## config.mk

```make
export PLATFORM = sky130hd
export DESIGN_NAME = dac_trig_ctrl
export DESIGN_NICKNAME = d
export VERILOG_FILES = /design/src/rtl/dac_trig_pkg.sv /design/src/rtl/dac_trig_sync.sv /design/src/rtl/dac_trig_sel.sv /design/src/rtl/dac_dma_req.sv /design/src/rtl/dac_trig_ctrl.sv
export SDC_FILE = /design/constraint.sdc
export NUM_CORES = 1
export LEC_CHECK = 0
export ABC_AREA = 1
export ABC_CLOCK_PERIOD_IN_PS = 4800
export CAP_MARGIN = 20
export CORE_ASPECT_RATIO = 1.2
export CORE_UTILIZATION = 40
export CTS_CLUSTER_DIAMETER = 200
export DETAILED_ROUTE_END_ITERATION = 7
export PLACE_DENSITY = 0.65
export SYNTH_ARGS = -nofsm -noshare
export SYNTH_HDL_FRONTEND = slang
export SYNTH_SLANG_ARGS = --single-unit
export TNS_END_PERCENT = 100
```

## constraint.sdc

```tcl
create_clock -name clk -period 4.8 [get_ports clk]
set_input_delay 0.72 -clock clk [delete_from_list [all_inputs] [get_ports clk]]
set_output_delay 0.72 -clock clk [all_outputs]
set_load 0.05 [all_outputs]
```

## src/rtl/dac_trig_pkg.sv

```systemverilog
package dac_trig_pkg;
  localparam int unsigned DATA_W      = 12;
  localparam int unsigned SEL_W       = 3;
  localparam int unsigned NUM_EXT     = (1 << SEL_W) - 1;
  localparam int unsigned SYNC_STAGES = 2;
endpackage

```

## src/rtl/dac_trig_sync.sv

```systemverilog
module dac_trig_sync #(
  parameter int unsigned N      = 7,
  parameter int unsigned STAGES = 2
) (
  input  logic         clk,
  input  logic         rst_n,
  input  logic [N-1:0] lines_i,
  output logic [N-1:0] rise_o
);
  for (genvar i = 0; i < N; i++) begin : g_line
    logic [STAGES:0] sh_q;
    logic [STAGES:0] sh_d;

    always_comb sh_d = {sh_q[STAGES-1:0], lines_i[i]};

    always_ff @(posedge clk or negedge rst_n) begin
      if (!rst_n) sh_q <= '0;
      else        sh_q <= sh_d;
    end

    assign rise_o[i] = sh_q[STAGES-1] & ~sh_q[STAGES];
  end
endmodule

```

## src/rtl/dac_trig_sel.sv

```systemverilog
module dac_trig_sel #(
  parameter int unsigned SEL_W   = 3,
  parameter int unsigned NUM_EXT = 7
) (
  input  logic               clk,
  input  logic               rst_n,
  input  logic               chan_en,
  input  logic               sel_wr,
  input  logic [SEL_W-1:0]   sel_wdata,
  input  logic [NUM_EXT-1:0] rise_i,
  input  logic               sw_trig,
  output logic               ext_evt_o,
  output logic               sw_evt_o
);
  localparam int unsigned    CODES  = 1 << SEL_W;
  localparam logic [SEL_W-1:0] SEL_SW = SEL_W'(CODES - 1);

  logic [SEL_W-1:0] sel_q, sel_d;
  logic [CODES-1:0] rise_pad;

  always_comb begin
    sel_d = sel_q;
    if (sel_wr && !chan_en) sel_d = sel_wdata;
  end

  always_ff @(posedge clk or negedge rst_n) begin
    if (!rst_n) sel_q <= '0;
    else        sel_q <= sel_d;
  end

  always_comb begin
    rise_pad              = '0;
    rise_pad[NUM_EXT-1:0] = rise_i;
  end

  assign ext_evt_o = chan_en && (sel_q != SEL_SW) && rise_pad[sel_q];
  assign sw_evt_o  = chan_en && (sel_q == SEL_SW) && sw_trig;

  AST_SEL_FROZEN: assert property (@(posedge clk) disable iff (!rst_n)
    chan_en |=> $stable(sel_q));
endmodule

```

## src/rtl/dac_dma_req.sv

```systemverilog
module dac_dma_req (
  input  logic clk,
  input  logic rst_n,
  input  logic dma_en,
  input  logic dma_ack,
  input  logic ext_evt,
  output logic dma_req
);
  logic req_q, req_d;

  always_comb begin
    req_d = req_q;
    if (req_q && dma_ack)                  req_d = 1'b0;
    else if (!req_q && ext_evt && dma_en)  req_d = 1'b1;
  end

  always_ff @(posedge clk or negedge rst_n) begin
    if (!rst_n) req_q <= 1'b0;
    else        req_q <= req_d;
  end

  assign dma_req = req_q;

  AST_REQ_ONLY_EXT: assert property (@(posedge clk) disable iff (!rst_n)
    (!req_q && !ext_evt) |=> !req_q);
  AST_REQ_RAISE: assert property (@(posedge clk) disable iff (!rst_n)
    (!req_q && ext_evt && dma_en) |=> req_q);
  AST_REQ_HOLD: assert property (@(posedge clk) disable iff (!rst_n)
    (req_q && !dma_ack) |=> req_q);
  AST_REQ_CLEAR: assert property (@(posedge clk) disable iff (!rst_n)
    (req_q && dma_ack) |=> !req_q);
endmodule

```

## src/rtl/dac_trig_ctrl.sv

```systemverilog
module dac_trig_ctrl
  import dac_trig_pkg::*;
#(
  parameter int unsigned P_DATA_W  = DATA_W,
  parameter int unsigned P_SEL_W   = SEL_W,
  parameter int unsigned P_NUM_EXT = NUM_EXT,
  parameter int unsigned P_STAGES  = SYNC_STAGES
) (
  input  logic                 clk,
  input  logic                 rst_n,
  input  logic                 chan_en,
  input  logic                 sel_wr,
  input  logic [P_SEL_W-1:0]   sel_wdata,
  input  logic [P_NUM_EXT-1:0] ext_trig,
  input  logic                 sw_trig,
  input  logic                 dma_en,
  input  logic                 dma_ack,
  input  logic                 hold_wr,
  input  logic [P_DATA_W-1:0]  hold_wdata,
  output logic [P_DATA_W-1:0]  dout,
  output logic                 dma_req
);
  logic                 rst_meta_q, rst_sync_n;
  logic [P_NUM_EXT-1:0] rise;
  logic                 ext_evt, sw_evt, xfer;
  logic [P_DATA_W-1:0]  hold_q, hold_d, dout_q, dout_d;

  always_ff @(posedge clk or negedge rst_n) begin
    if (!rst_n) begin
      rst_meta_q <= 1'b0;
      rst_sync_n <= 1'b0;
    end else begin
      rst_meta_q <= 1'b1;
      rst_sync_n <= rst_meta_q;
    end
  end

  dac_trig_sync #(.N(P_NUM_EXT), .STAGES(P_STAGES)) u_sync (
    .clk     (clk),
    .rst_n   (rst_sync_n),
    .lines_i (ext_trig),
    .rise_o  (rise)
  );

  dac_trig_sel #(.SEL_W(P_SEL_W), .NUM_EXT(P_NUM_EXT)) u_sel (
    .clk       (clk),
    .rst_n     (rst_sync_n),
    .chan_en   (chan_en),
    .sel_wr    (sel_wr),
    .sel_wdata (sel_wdata),
    .rise_i    (rise),
    .sw_trig   (sw_trig),
    .ext_evt_o (ext_evt),
    .sw_evt_o  (sw_evt)
  );

  dac_dma_req u_dma (
    .clk     (clk),
    .rst_n   (rst_sync_n),
    .dma_en  (dma_en),
    .dma_ack (dma_ack),
    .ext_evt (ext_evt),
    .dma_req (dma_req)
  );

  assign xfer = ext_evt | sw_evt;

  always_comb begin
    hold_d = hold_q;
    if (hold_wr) hold_d = hold_wdata;
    dout_d = dout_q;
    if (xfer) dout_d = hold_q;
  end

  always_ff @(posedge clk or negedge rst_sync_n) begin
    if (!rst_sync_n) begin
      hold_q <= '0;
      dout_q <= '0;
    end else begin
      hold_q <= hold_d;
      dout_q <= dout_d;
    end
  end

  assign dout = dout_q;

  AST_SW_XFER: assert property (@(posedge clk) disable iff (!rst_sync_n)
    sw_evt |=> (dout_q == $past(hold_q)));
  AST_EXT_XFER: assert property (@(posedge clk) disable iff (!rst_sync_n)
    ext_evt |=> (dout_q == $past(hold_q)));
  AST_DISABLED_IDLE: assert property (@(posedge clk) disable iff (!rst_sync_n)
    !chan_en |=> $stable(dout_q));
  AST_NO_DUAL_EVT: assert property (@(posedge clk) disable iff (!rst_sync_n)
    !(ext_evt && sw_evt));
endmodule

```

==> results.yml <==
sta:
  relSlewSlack_pct: 61.4
  tightest_slew_ps: 576
  drv_slew: 0
  skew_ps: 7.16
  setup-violations-final: 0
  finalHoldViolations: 0
  setup-tns-final_ps: 0
  min_period_ps: 2200
  max_freq_mhz: 454
  rsz0062_at_grt: "false"
  setup_slack_ps: 2600
  fin_crit_sh_pct: 45.9
placement:
  gp_congestion: 0.767
  preCtsSetupSlack_ps: 2710
  dp_cells: 239
  io_buffers: 42
  placement.cell_area_sq_um: 2260
  dp_hpwl_um: 2270
die:
  core-area_sq_um: 4290
  row_count: 26
  die_h_um: 75.8
  initial_core_util_pct: 42.3
  die-area_sq_um: 4810
  die_w_um: 63.5
  pin_count: 43
pwr:
  peakVddDrop_mv: 0.192
  total_power_mw: 1.14
  intPower_mw: 0.766
  clkPwrFrac_pct: 25.2
  combinationalPowerShare_pct: 28.8
  p_leak_nw: 1.10
  power.switching_mw: 0.374
  seqPwrFrac_pct: 45.9
  p_sw_share_pct: 32.8
  p_per_area_nw_per_um2: 476
yosys:
  synth_cell_types: 19
  synth_top_area_share_pct: 70.3
  netlist_top_cells_area: "dfrtp_1 (70%), mux2_2 (7.4%), nand2_1 (6.8%)"
  synth_top_family_by_area: "simple AND/OR/NAND/NOR gates"
  ys_async_sr_fraction_pct: 100
  ys.flop_type: "dfrtp_1"
  synthMuxAreaShare_pct: 7.44
  yosys.cell_count.top_type: "dfrtp_1"
  avgSynthCellArea_sq_um: 12.5
  syn_inst: 145
  yosysSeqAreaShare_pct: 70.3
  synth_fa_ha_area_share_pct: 0
  synthTopCellsByCount: "dfrtp_1 (51), nand2_1 (33), nand3_1 (17), mux2_2 (12), inv_1 (8)"
  synth-compound-area-share_pct: 1.79
  ys_ff_latch: 51
  yosys_warnings: 0
  synth_edf_count: 0
  synthXorXnorAreaFrac_pct: 0
  synthesis.nets: 175
  synthSimpleGateAreaFrac_pct: 16.1
  yosysTopAreaCell: "dfrtp_1"
  syn_area_sq_um: 1820
status:
  status: "completed"
clock_tree:
  hold_buffers: 0
  numCtsBuffers: 5
  cts_resized: 0
  clockBufferDepth: 2
  htree_num_levels: 2
  clk_latency_ps: 290
  cts_tree: "built"
  clk_pin_slew_ps: 90
  cts_setup_buffers: 0
  cts_root_buffer: "clkbuf_8"
  clock-sinks: 51
layout:
  drive_above_1_share_pct: 15.1
  final_nets: 221
  areaGrowthSynthToFinish_pct: 32.0
  final_cell_area_sq_um: 2400
  fin_cells: 248
  fillers: 414
  antenna_cells: 0
worst_setup_path:
  cpPeakStageDelay_ps: 810
  end_kind: "primary output"
  crit_arrival_ps: 1480
  critPathLaunchType: "register"
  worstPathMaxFanout: 2
  path_cells: "clkdlybuf4s50_1"
  critPathSlowestCell: "clkdlybuf4s50_1"
  cp_num_buf_inv: 1
  critPathKind: "reg -> out"
  crit_family: "buffers and inverters"
  cp_data_required_time_ps: 4080
route:
  vias: 1141
  drtIter0Drc: 50
  ant_nets: 0
  wire_per_inst_um: 12.6
  first_pass_iters: 4
  drt-total-wl_um: 3130
  vias_per_cell: 4.60
  drc: 0
job:
  maxCapViolations: 0
global_route:
  grt_usage_pct: 14.0
  grt_pass1_vias: 1110
  grt_max_degree: 50
  grt_pass1_wl_um: 5070
  grt_antenna_before_repair: 0
  grt_overflow: 0
hold_path:
  min_path_type: "reg -> async"
metal layers:
layer	global-route usage, %	vias up	wire length (um)
met5	0	-	0
met2	22.1	38	1510
met4	6.06	0	27
li1	-	561	-
met3	3.29	2	185
met1	18.6	540	1410
cells by family (layout without fill, tap and decap cells):
| logic type | count (synthesis) | after routing |
|---|---|---|
| simple gates | 63 | 63 |
| other cells | 1 | 1 |
| compound gates | 5 | 5 |
| buf+inv | 13 | 60 |
| mux | 12 | 12 |
| flops | 51 | 51 |
final cells by class:
class | count | area (sq um) | share of cell area, %
clock inverter | 3 | 43.8 | 1.83
tap | 56 | 70.1 | 2.92
clock buffer | 5 | 68.8 | 2.87
inverter | 9 | 33.8 | 1.41
sequential | 51 | 1280 | 53.3
timing repair buffer | 43 | 440 | 18.4
multi-input combinational | 81 | 463 | 19.3
power groups by stage:
stage / sequential, mW / clock, mW / combinational (mW)
3_5_place_dp: 0.541 / 0 / 0.321
4_1_cts: 0.532 / 0.298 / 0.323
2_1_floorplan: 0.663 / 0 / 0.0797
3_3_place_gp: 0.536 / 0 / 0.318
6_report: 0.524 / 0.288 / 0.329
5_1_grt: 0.533 / 0.312 / 0.351
registers in the layout (all words and copies together), names as in the netlist:
register / flops
rst_sync_n: 1
hold_q: 12
u_dma.dma_req: 1
dout: 12
u_sync.g_line.sh_q: 21
rst_meta_q: 1
u_sel.sel_q: 3
path summary, 6_finish.rpt:
check	slack (ps)	from	cells past startpoint	endpoint
max	2600	dout[5]$_DFFE_PN0P_	1	dout[5]
min	80	rst_sync_n$_DFF_PN0_	0	u_sync.g_line[4].sh_q[1]$_DFF_PN0_
max reg2reg	3220	u_sel.sel_q[0]$_DFFE_PN0P_	6	dout[4]$_DFFE_PN0P_
min reg2reg	80	rst_sync_n$_DFF_PN0_	0	u_sync.g_line[4].sh_q[1]$_DFF_PN0_
max in group asynchronous	4100	rst_n	1	rst_sync_n$_DFF_PN0_
min in group clk	350	u_sync.g_line[2].sh_q[0]$_DFF_PN0_	0	u_sync.g_line[2].sh_q[1]$_DFF_PN0_
metrics by stage:
| step | util, % | hold WS (ps) |
|---|---|---|
| floorplan | - | 331 |
| global placement | 52.7 | 333 |
| detailed placement | 52.7 | 335 |
| CTS | 55.4 | 356 |
| global route | 55.8 | 98.9 |
| finish | 55.8 | 81.6 |
cell usage in the layout (no fill, tap or decap):
cell             Yosys  layout
dfrtp_2              0       1
conb_1               1       1
nand2_2              1       1
nor2_2               1       1
clkbuf_8             0       5
nand3_4              1       1
nand3_1             17      17
a21oi_1              4       4
inv_2                1       1
bufinv_16            0       1
nand2_4              1       1
o22ai_2              1       1
nand2_1             33      33
inv_1                8       8
buf_12               0       1
dfrtp_1             51      50
nor3_1               1       1
clkdlybuf4s50_1      0      42
clkinv_4             0       1
nand3_2              1       1
clkinv_2             0       1
nor2_1               7       7
mux2_2              12      12
(Power assumes the default switching activity.)
